**src/rtl/spi_irq_pkg.sv**
```systemverilog
package spi_irq_pkg;

   // Bit slots inside one channel's nibble of the status register.
   localparam int SLOT_TX_EMPTY = 0;
   localparam int SLOT_TX_UNDER = 1;
   localparam int SLOT_RX_FULL  = 2;
   localparam int SLOT_W        = 4;

   // Mask of implemented status/enable positions for a given channel count.
   function automatic logic [63:0] build_valid_mask(int num_ch, int eow_bit);
      logic [63:0] m;
      m = '0;
      for (int c = 0; c < num_ch; c++) begin
         m[SLOT_W*c + SLOT_TX_EMPTY] = 1'b1;
         m[SLOT_W*c + SLOT_TX_UNDER] = 1'b1;
         m[SLOT_W*c + SLOT_RX_FULL]  = 1'b1;
      end
      m[eow_bit] = 1'b1;
      return m;
   endfunction

endpackage

```
**src/rtl/spi_irq_event_map.sv**
```systemverilog
module spi_irq_event_map
   import spi_irq_pkg::*;
#(
   parameter int NUM_CH  = 4,
   parameter int REG_W   = 32,
   parameter int EOW_BIT = 17
) (
   input  logic [NUM_CH-1:0] ev_tx_empty,
   input  logic [NUM_CH-1:0] ev_tx_underflow,
   input  logic [NUM_CH-1:0] ev_rx_full,
   input  logic              ev_word_count_done,
   output logic [REG_W-1:0]  set_vec
);

   // Per-channel event lanes placed into their nibble.
   logic [REG_W-1:0] lane_bits [NUM_CH];

   for (genvar c = 0; c < NUM_CH; c++) begin : g_lane
      always_comb begin
         lane_bits[c] = '0;
         lane_bits[c][SLOT_W*c + SLOT_TX_EMPTY] = ev_tx_empty[c];
         lane_bits[c][SLOT_W*c + SLOT_TX_UNDER] = ev_tx_underflow[c];
         lane_bits[c][SLOT_W*c + SLOT_RX_FULL]  = ev_rx_full[c];
      end
   end

   always_comb begin
      set_vec = '0;
      for (int c = 0; c < NUM_CH; c++) begin
         set_vec = set_vec | lane_bits[c];
      end
      set_vec[EOW_BIT] = ev_word_count_done;
   end

endmodule

```
**src/rtl/spi_irq_status_bank.sv**
```systemverilog
module spi_irq_status_bank #(
   parameter int               REG_W      = 32,
   parameter logic [REG_W-1:0] VALID_MASK = '1
) (
   input  logic             clk,
   input  logic             rst_n,
   input  logic [REG_W-1:0] set_vec,
   input  logic [REG_W-1:0] clr_vec,
   output logic [REG_W-1:0] status_q
);

   logic [REG_W-1:0] status_d;

   // Set has priority over a write-one clear in the same cycle.
   always_comb begin
      status_d = ((status_q & ~clr_vec) | set_vec) & VALID_MASK;
   end

   always_ff @(posedge clk or negedge rst_n) begin
      if (!rst_n) begin
         status_q <= '0;
      end else begin
         status_q <= status_d;
      end
   end

endmodule

```
**src/rtl/spi_irq_enable_bank.sv**
```systemverilog
module spi_irq_enable_bank #(
   parameter int               REG_W      = 32,
   parameter logic [REG_W-1:0] VALID_MASK = '1
) (
   input  logic             clk,
   input  logic             rst_n,
   input  logic             wr_stb,
   input  logic [REG_W-1:0] wr_data,
   output logic [REG_W-1:0] enable_q
);

   always_ff @(posedge clk or negedge rst_n) begin
      if (!rst_n) begin
         enable_q <= '0;
      end else if (wr_stb) begin
         enable_q <= wr_data & VALID_MASK;
      end
   end

endmodule

```
**src/rtl/spi_irq_line.sv**
```systemverilog
module spi_irq_line #(
   parameter int REG_W = 32
) (
   input  logic             clk,
   input  logic             rst_n,
   input  logic [REG_W-1:0] status_q,
   input  logic [REG_W-1:0] enable_q,
   output logic             irq
);

   logic pending;

   always_comb begin
      pending = |(status_q & enable_q);
   end

   always_ff @(posedge clk or negedge rst_n) begin
      if (!rst_n) begin
         irq <= 1'b0;
      end else begin
         irq <= pending;
      end
   end

endmodule

```
**src/rtl/spi_irq_status_ctrl.sv**
```systemverilog
module spi_irq_status_ctrl
   import spi_irq_pkg::*;
#(
   parameter int NUM_CH  = 4,
   parameter int REG_W   = 32,
   parameter int EOW_BIT = 17
) (
   input  logic              clk,
   input  logic              rst_n,
   input  logic [NUM_CH-1:0] ev_tx_empty,
   input  logic [NUM_CH-1:0] ev_tx_underflow,
   input  logic [NUM_CH-1:0] ev_rx_full,
   input  logic              ev_word_count_done,
   input  logic              wr_en,
   input  logic              wr_sel,
   input  logic [REG_W-1:0]  wr_data,
   output logic [REG_W-1:0]  status_q,
   output logic [REG_W-1:0]  enable_q,
   output logic              irq
);

   localparam logic [63:0]      MASK_WIDE  = build_valid_mask(NUM_CH, EOW_BIT);
   localparam logic [REG_W-1:0] VALID_MASK = MASK_WIDE[REG_W-1:0];

   // Elaboration-time parameter checks.
   if (NUM_CH < 1) begin : g_bad_nch
      $error("spi_irq_status_ctrl: NUM_CH must be at least 1");
   end
   if (SLOT_W*NUM_CH > EOW_BIT) begin : g_bad_overlap
      $error("spi_irq_status_ctrl: channel bits overlap the word-count bit");
   end
   if (EOW_BIT >= REG_W) begin : g_bad_eow
      $error("spi_irq_status_ctrl: EOW_BIT outside the register");
   end
   if (REG_W > 64) begin : g_bad_w
      $error("spi_irq_status_ctrl: REG_W above 64");
   end

   logic [REG_W-1:0] set_vec;
   logic [REG_W-1:0] clr_vec;
   logic             en_stb;

   always_comb begin
      clr_vec = (wr_en && !wr_sel) ? wr_data : '0;
      en_stb  = wr_en && wr_sel;
   end

   spi_irq_event_map #(
      .NUM_CH  (NUM_CH),
      .REG_W   (REG_W),
      .EOW_BIT (EOW_BIT)
   ) u_map (
      .ev_tx_empty        (ev_tx_empty),
      .ev_tx_underflow    (ev_tx_underflow),
      .ev_rx_full         (ev_rx_full),
      .ev_word_count_done (ev_word_count_done),
      .set_vec            (set_vec)
   );

   spi_irq_status_bank #(
      .REG_W      (REG_W),
      .VALID_MASK (VALID_MASK)
   ) u_status (
      .clk      (clk),
      .rst_n    (rst_n),
      .set_vec  (set_vec),
      .clr_vec  (clr_vec),
      .status_q (status_q)
   );

   spi_irq_enable_bank #(
      .REG_W      (REG_W),
      .VALID_MASK (VALID_MASK)
   ) u_enable (
      .clk      (clk),
      .rst_n    (rst_n),
      .wr_stb   (en_stb),
      .wr_data  (wr_data),
      .enable_q (enable_q)
   );

   spi_irq_line #(
      .REG_W (REG_W)
   ) u_line (
      .clk      (clk),
      .rst_n    (rst_n),
      .status_q (status_q),
      .enable_q (enable_q),
      .irq      (irq)
   );

endmodule

```
**config.mk**
```make
export PLATFORM = sky130hd
export DESIGN_NAME = spi_irq_status_ctrl
export DESIGN_NICKNAME = d
export VERILOG_FILES = /design/src/rtl/spi_irq_pkg.sv /design/src/rtl/spi_irq_event_map.sv /design/src/rtl/spi_irq_status_bank.sv /design/src/rtl/spi_irq_enable_bank.sv /design/src/rtl/spi_irq_line.sv /design/src/rtl/spi_irq_status_ctrl.sv
export SDC_FILE = /design/constraint.sdc
export NUM_CORES = 1
export LEC_CHECK = 0
export BUFFER_PORTS_ARGS = -buffer_cell sky130_fd_sc_hd__buf_2
export CORE_ASPECT_RATIO = 0.9
export CORE_UTILIZATION = 38
export CTS_CLUSTER_SIZE = 25
export DETAILED_ROUTE_END_ITERATION = 12
export GPL_TIMING_DRIVEN = 0
export HOLD_SLACK_MARGIN = 0.03
export PLACE_DENSITY = 0.86
export SYNTH_ARGS = -nofsm -noshare
export SYNTH_HDL_FRONTEND = slang
export SYNTH_SLANG_ARGS = --single-unit
```
**constraint.sdc**
```tcl
create_clock -name clk -period 1.51 [get_ports clk]
set_clock_uncertainty 0.15 [all_clocks]
set_input_delay 0.302 -clock clk [delete_from_list [all_inputs] [get_ports clk]]
set_output_delay 0.302 -clock clk [all_outputs]
set_load 0.005 [all_outputs]
```
==> results of run 1 <==
## cells in the final DEF (no fill, tap or decap), drive strengths merged
| master | count |
|---|---|
| conb | 38 |
| buf | 96 |
| a22o | 1 |
| dlygate4sd3 | 1 |
| a21o | 13 |
| dfrtp | 27 |
| a22oi | 3 |
| clkbuf | 4 |
| nand2 | 14 |
| nand3 | 1 |
| mux2 | 13 |
| a222oi | 1 |
| and2b | 1 |
| and3 | 1 |
| a221oi | 1 |
## what timing repair did
action,in CTS,in global routing
hold buffers,1,0
buffers inserted,0,0
endpoints found under the hold margin,27,0
## synth_stat cells
library cell	instances	share of area
sky130_fd_sc_hd__a222oi_1	1	0.0074
sky130_fd_sc_hd__nand2_1	14	0.039
sky130_fd_sc_hd__a21o_1	13	0.073
sky130_fd_sc_hd__buf_4	40	0.22
sky130_fd_sc_hd__a22oi_1	3	0.017
sky130_fd_sc_hd__and2b_1	1	0.0056
sky130_fd_sc_hd__a221oi_1	1	0.0065
sky130_fd_sc_hd__and3_1	1	0.0047
sky130_fd_sc_hd__a22o_1	1	0.0065
sky130_fd_sc_hd__conb_1	1	0.0028
sky130_fd_sc_hd__mux2_2	13	0.11
sky130_fd_sc_hd__dfrtp_1	27	0.50
sky130_fd_sc_hd__nand3_1	1	0.0037
## path summary, 6_finish.rpt
kind / startpoint / endpoint / slack (ns)
setup / recovery: u_enable.enable_q[4] / u_line.irq / 0.17
hold / removal: ev_rx_full[3] / u_status.status_q[14] / 0.05
setup reg to reg: u_enable.enable_q[4] / u_line.irq / 0.17
hold reg to reg: u_status.status_q[8] / u_status.status_q[8] / 0.36
max in group asynchronous: rst_n / u_status.status_q[17] / 0.41
min in group asynchronous: rst_n / u_status.status_q[5] / 0.41
## layout make-up
class / instances / area, µm²
clock buffers: 4 / 45.0
plain buffers: 40 / 300
multi-input cells: 87 / 508
repair buffers: 57 / 290
fillers: 338 / 1500
flip-flops and latches: 27 / 676
well taps: 44 / 55.1
## per-stage QoR
step | util | worst slack (ns) | cell area [µm²]
4_1_cts | 0.555 | 0.160 | 1870
6_report | 0.555 | 0.165 | 1870
5_1_grt | 0.555 | 0.117 | 1870
2_1_floorplan | - | 0.314 | 1480
3_3_place_gp | 0.539 | 0.0762 | 1820
3_5_place_dp | 0.539 | 0.0640 | 1820
## critical path: stages (launching register included)
cell                       delay, ns
sky130_fd_sc_hd__dfrtp_1        0.40
sky130_fd_sc_hd__a222oi_1       0.39
sky130_fd_sc_hd__and3_1         0.22
sky130_fd_sc_hd__nand3_1        0.06
## registers in the layout, summed over array words and instances (netlist names)
signal / count
u_line.irq: 1
u_enable.enable_q: 13
u_status.status_q: 13
## cells by family (layout without fill, tap and decap cells)
group,after synthesis,after routing
AO/OA/AOI/OAI,19,19
buffers and inverters,40,101
flip-flops,27,27
multiplexers,13,13
other,1,38
AND/OR/NAND/NOR,17,17
## report_power, final
group | leakage, nW | switching [W] | total (W) | internal (W)
logic | 0.687 | 0.000139 | 0.000349 | 0.000209
registers | 0.284 | 0.0000518 | 0.000844 | 0.000792
clock network | 0.0228 | 0.000207 | 0.000396 | 0.000189
## routing by layer
metal | GRT usage | up-vias | routed length [µm]
met5 | 0 | - | 0
met4 | 0.0476 | 0 | 22
met3 | 0.0446 | 4 | 236
met2 | 0.254 | 54 | 1300
met1 | 0.176 | 462 | 1120
li1 | - | 516 | -
==> metrics.txt, run 1 <==
# TYPE chip_impl_metric gauge
chip_impl_info{name="run_status",value="completed"} 1
chip_impl_metric{name="floorplan.die.height",unit="µm"} 58.4
chip_impl_metric{name="numPortBuffers",unit=""} 56
chip_impl_metric{name="cp.required",unit="ns"} 1.50
chip_impl_metric{name="min_delay_path_depth",unit=""} 2
chip_impl_metric{name="grt_pass1_vias",unit=""} 895
chip_impl_metric{name="yosys.area_share.xor_xnor",unit=""} 0
chip_impl_metric{name="number_of_max_slew_violations_in_the_final_report",unit=""} 0
chip_impl_info{name="holdCritPathClass",value="primary input to flip-flop"} 1
chip_impl_metric{name="routed-via-count",unit=""} 1036
chip_impl_metric{name="floorplan.initialDensity",unit=""} 0.398
chip_impl_metric{name="synth_simple_gate_area_share",unit=""} 0.0530
chip_impl_info{name="critical_path_end_type",value="flip-flop"} 1
chip_impl_metric{name="cap_viol_max_count",unit=""} 0
chip_impl_metric{name="cts_resized",unit=""} 0
chip_impl_metric{name="reg2regPathDepth",unit=""} 3
chip_impl_metric{name="place_congestion",unit=""} 0.683
chip_impl_metric{name="gr-total-overflow",unit=""} 0
chip_impl_metric{name="wl",unit="µm"} 2680
chip_impl_metric{name="ctsHtreeMaxLevel",unit=""} 1
chip_impl_metric{name="finalSetupViolations",unit=""} 0
chip_impl_metric{name="post_synth_num_cell_types",unit=""} 13
chip_impl_metric{name="area_growth",unit="%"} 39.3
chip_impl_metric{name="timing_worst_slew_pin_value",unit="ns"} 0.593
chip_impl_metric{name="drt_iter0_drc",unit=""} 11
chip_impl_metric{name="post-dp-hpwl",unit="µm"} 2180
chip_impl_metric{name="yosys-mux-area-fraction",unit=""} 0.109
chip_impl_info{name="rsz0062_at_grt",value="no"} 1
chip_impl_metric{name="synth_fa_ha_area_frac",unit=""} 0
chip_impl_metric{name="crit_path_max_fanout",unit=""} 3
chip_impl_info{name="critPathLaunchType",value="flip-flop"} 1
chip_impl_metric{name="timing.max_slew.rel_slack",unit=""} 0.604
chip_impl_metric{name="cp_data_arrival_time",unit="ns"} 1.34
chip_impl_metric{name="syn_inst",unit=""} 117
chip_impl_metric{name="synth-warning-count",unit=""} 0
chip_impl_metric{name="synthesis.area",unit="µm²"} 1350
chip_impl_metric{name="die_x",unit="µm"} 64.7
chip_impl_metric{name="yosys_register_bits",unit=""} 27
chip_impl_metric{name="floorplan.rows",unit=""} 20
chip_impl_metric{name="final_antenna_net_count",unit=""} 0
chip_impl_metric{name="drive_gt1_frac",unit=""} 0.521
chip_impl_info{name="tritoncts",value="built"} 1
chip_impl_metric{name="n_antenna_cell",unit=""} 0
chip_impl_metric{name="final_min_period_over_clock_period",unit=""} 0.891
chip_impl_info{name="dominant_combinational_cell_family_by_area_after_synthesis",value="buffers and inverters"} 1
chip_impl_metric{name="number_of_instances_in_the_placed_design",unit=""} 254
chip_impl_metric{name="cts.sink_count",unit=""} 27
chip_impl_metric{name="syn_area_per_cell",unit="µm²"} 11.5
chip_impl_metric{name="clk_pin_slew_worst_paths",unit="ns"} 0.09
chip_impl_metric{name="synth_compound_area_frac",unit=""} 0.110
chip_impl_metric{name="grt_util_all_layers",unit=""} 0.147
chip_impl_info{name="timing_worst_setup_path_type",value="flip-flop to flip-flop"} 1
chip_impl_metric{name="min_period",unit="ns"} 1.34
chip_impl_metric{name="synth_sequential_area_ratio",unit=""} 0.502
chip_impl_metric{name="fmaxAchievable",unit="MHz"} 744
chip_impl_metric{name="clkLatencyLatePin",unit="ns"} 0.27
chip_impl_metric{name="report.final.hold_viol_count",unit=""} 0
chip_impl_metric{name="p_total",unit="W"} 0.00159
chip_impl_metric{name="wire_length_of_the_first_global_routing_pass",unit="µm"} 4160
chip_impl_metric{name="worst_ir_drop_vdd",unit="mV"} 0.489
chip_impl_metric{name="power_leakage",unit="nW"} 0.994
chip_impl_metric{name="nets",unit=""} 265
chip_impl_metric{name="grt_start_max_net_pins",unit=""} 28
chip_impl_metric{name="design.die.area",unit="µm²"} 3780
chip_impl_metric{name="routedWlPerCell",unit="µm"} 10.3
chip_impl_metric{name="whs",unit="ns"} 0.0518
chip_impl_metric{name="ios",unit=""} 114
chip_impl_metric{name="viasPerCell",unit=""} 4.00
chip_impl_metric{name="detail_route.drc_violations",unit=""} 0
chip_impl_metric{name="drt_first_pass_iters",unit=""} 4
chip_impl_metric{name="power.density",unit="nW/µm²"} 848
chip_impl_metric{name="cts_buffer_depth",unit=""} 2
chip_impl_metric{name="tns",unit="ns"} 0
chip_impl_metric{name="grt_antenna_before_repair",unit=""} 0
chip_impl_metric{name="core_area",unit="µm²"} 3380
chip_impl_info{name="root_buffer",value="sky130_fd_sc_hd__clkbuf_8"} 1
chip_impl_metric{name="cts-buffers-inserted",unit=""} 3
chip_impl_metric{name="fin_cells",unit=""} 259
Note: power is estimated with default switching activity, not from simulation.
==> inputs of run 2 (changes only) <==
--- a/config.mk
+++ b/config.mk
@@ -13,6 +13,8 @@
 export GPL_TIMING_DRIVEN = 0
 export HOLD_SLACK_MARGIN = 0.03
 export PLACE_DENSITY = 0.86
+export REMOVE_ABC_BUFFERS = 1
+export SLEW_MARGIN = 30
 export SYNTH_ARGS = -nofsm -noshare
 export SYNTH_HDL_FRONTEND = slang
 export SYNTH_SLANG_ARGS = --single-unit
==> run 2 against run 1 <==
Register-to-register slack worse by 0.02 ns. Critical path depth stayed put. Die area stayed put. Sequential share of layout area is 6.9 points higher. Via count is 10% lower. Cell count is 15% lower. Maximum frequency is 1.7% lower. Setup slack worse by 0.023 ns. Sequential power hardly changed. Critical endpoint unchanged.
==> metrics.txt, run 2 (synthesis results as in run 1) <==
# TYPE chip_impl_metric gauge
chip_impl_metric{name="final_critical_path_setup_slack",unit="ns"} 0.142
chip_impl_metric{name="drive_gt1_frac",unit=""} 0.411
chip_impl_metric{name="place_congestion",unit=""} 0.697
chip_impl_metric{name="postCtsSetupBuffers",unit=""} 0
chip_impl_metric{name="floorplan.rows",unit=""} 20
chip_impl_metric{name="die_x",unit="µm"} 64.7
chip_impl_metric{name="gr-total-overflow",unit=""} 0
chip_impl_info{name="layout_top_registers",value="u_enable.enable_q (13), u_status.status_q (13), u_line.irq (1)"} 1
chip_impl_metric{name="min_period",unit="ns"} 1.37
chip_impl_info{name="run_status",value="completed"} 1
chip_impl_metric{name="wl",unit="µm"} 2370
chip_impl_metric{name="nets",unit=""} 225
chip_impl_info{name="timing_worst_setup_path_type",value="flip-flop to flip-flop"} 1
chip_impl_metric{name="routedWlPerCell",unit="µm"} 10.8
chip_impl_metric{name="detail_route.drc_violations",unit=""} 0
chip_impl_metric{name="area_growth",unit="%"} 17.0
chip_impl_metric{name="power_leakage",unit="nW"} 0.777
chip_impl_metric{name="cp.required",unit="ns"} 1.50
chip_impl_metric{name="clkLatencyLatePin",unit="ns"} 0.26
chip_impl_info{name="holdCritPathClass",value="primary input to flip-flop"} 1
chip_impl_metric{name="grt_start_max_net_pins",unit=""} 28
chip_impl_metric{name="timing.max_slew.rel_slack",unit=""} 0.602
chip_impl_info{name="layout_commonest_cell",value="sky130_fd_sc_hd__buf_2"} 1
chip_impl_metric{name="design.die.area",unit="µm²"} 3780
chip_impl_info{name="tritoncts",value="built"} 1
chip_impl_metric{name="detailedPlace.worstSlack",unit="ns"} -0.0526
chip_impl_metric{name="wire_length_of_the_first_global_routing_pass",unit="µm"} 3890
chip_impl_metric{name="cts-buffers-inserted",unit=""} 3
chip_impl_metric{name="crit_path_max_fanout",unit=""} 3
chip_impl_info{name="critPathLaunchType",value="flip-flop"} 1
chip_impl_metric{name="number_of_max_slew_violations_in_the_final_report",unit=""} 0
chip_impl_metric{name="grt_antenna_before_repair",unit=""} 0
chip_impl_info{name="rsz0062_at_grt",value="no"} 1
chip_impl_metric{name="n_antenna_cell",unit=""} 0
chip_impl_metric{name="worst_ir_drop_vdd",unit="mV"} 0.644
chip_impl_metric{name="drt_first_pass_iters",unit=""} 4
chip_impl_metric{name="tns",unit="ns"} 0
chip_impl_info{name="mostFrequentLayoutCells",value="56 x sky130_fd_sc_hd__buf_2, 38 x sky130_fd_sc_hd__conb_1, 27 x sky130_fd_sc_hd__dfrtp_1"} 1
chip_impl_info{name="critical_path_end_type",value="flip-flop"} 1
chip_impl_metric{name="ios",unit=""} 114
chip_impl_metric{name="fmaxAchievable",unit="MHz"} 731
chip_impl_metric{name="routed-via-count",unit=""} 931
chip_impl_metric{name="core_area",unit="µm²"} 3380
chip_impl_metric{name="final_min_period_over_clock_period",unit=""} 0.906
chip_impl_metric{name="grt_pass1_vias",unit=""} 862
chip_impl_metric{name="drt_iter0_drc",unit=""} 16
chip_impl_metric{name="final_antenna_net_count",unit=""} 0
chip_impl_metric{name="post-dp-hpwl",unit="µm"} 1870
chip_impl_metric{name="p_total",unit="W"} 0.00150
chip_impl_metric{name="cap_viol_max_count",unit=""} 0
chip_impl_metric{name="ctsHtreeMaxLevel",unit=""} 1
chip_impl_metric{name="viasPerCell",unit=""} 4.25
chip_impl_metric{name="cts_buffer_depth",unit=""} 2
chip_impl_metric{name="report.final.hold_viol_count",unit=""} 0
chip_impl_info{name="root_buffer",value="sky130_fd_sc_hd__clkbuf_8"} 1
chip_impl_metric{name="grt_util_all_layers",unit=""} 0.136
chip_impl_metric{name="finalSetupViolations",unit=""} 0
chip_impl_metric{name="cts.sink_count",unit=""} 27
chip_impl_metric{name="floorplan.die.height",unit="µm"} 58.4
chip_impl_metric{name="clk_pin_slew_worst_paths",unit="ns"} 0.08
chip_impl_metric{name="floorplan.initialDensity",unit=""} 0.398
chip_impl_metric{name="timing_worst_slew_pin_value",unit="ns"} 0.595
chip_impl_metric{name="cp_data_arrival_time",unit="ns"} 1.36
chip_impl_metric{name="cts_resized",unit=""} 0
chip_impl_metric{name="power.density",unit="nW/µm²"} 952
chip_impl_metric{name="numPortBuffers",unit=""} 56
==> run 2: changes by cell type in the layout (fill, tap and decap cells not counted) <==
cell / previous run / this run
sky130_fd_sc_hd__buf_4: 40 / 0
==> run 2: where the power goes <==
part | internal (W) | switching [W]
Clock | 0.000188 | 0.000201
Combinational | 0.000145 | 0.000122
Sequential | 0.000792 | 0.0000503
Total | 0.00113 | 0.000373
==> run 2: layout make-up <==
type | instances | area (µm²)
Timing Repair Buffer | 57 | 290
Sequential cell | 27 | 676
Fill cell | 356 | 1800
Multi-Input combinational cell | 87 | 508
Tap cell | 44 | 55.1
Clock buffer | 4 | 45.0
==> run 2: stage by stage <==
stage	std cells	utilization	cell area [µm²]	hold WS, ns
2_1_floorplan	114	-	1180	-0.144
6_report	219	0.466	1570	0.0623
3_5_place_dp	214	0.450	1520	0.189
5_1_grt	219	0.466	1570	0.0491
4_1_cts	219	0.466	1570	0.0536
3_3_place_gp	214	0.450	1520	0.187
==> run 2: worst paths after layout <==
path	start	end	slack [ns]	cells after the start
setup reg to reg	u_enable.enable_q[4]	u_line.irq	0.14	3
min in group asynchronous	rst_n	u_status.status_q[4]	0.41	2
hold reg to reg	u_status.status_q[4]	u_status.status_q[4]	0.36	1
max in group asynchronous	rst_n	u_status.status_q[12]	0.41	2
setup / recovery	u_enable.enable_q[4]	u_line.irq	0.14	3
hold / removal	ev_rx_full[1]	u_status.status_q[6]	0.06	2
==> run 2: critical path, cell delays in order (launching register included) <==
cell,delay [ns]
sky130_fd_sc_hd__dfrtp_1,0.39
sky130_fd_sc_hd__a222oi_1,0.41
sky130_fd_sc_hd__and3_1,0.23
sky130_fd_sc_hd__nand3_1,0.06
==> run 2: per-layer routing <==
layer / track usage / wire length [µm]
met1: 0.159 / 976
met2: 0.250 / 1230
met3: 0.0484 / 166
met4: 0.00952 / 0
met5: 0 / 0
==> run 2: what timing repair did <==
item | CTS | global route
hold endpoints to repair | 27 | 0
setup endpoints to repair | 0 | 0
hold buffers | 1 | 0
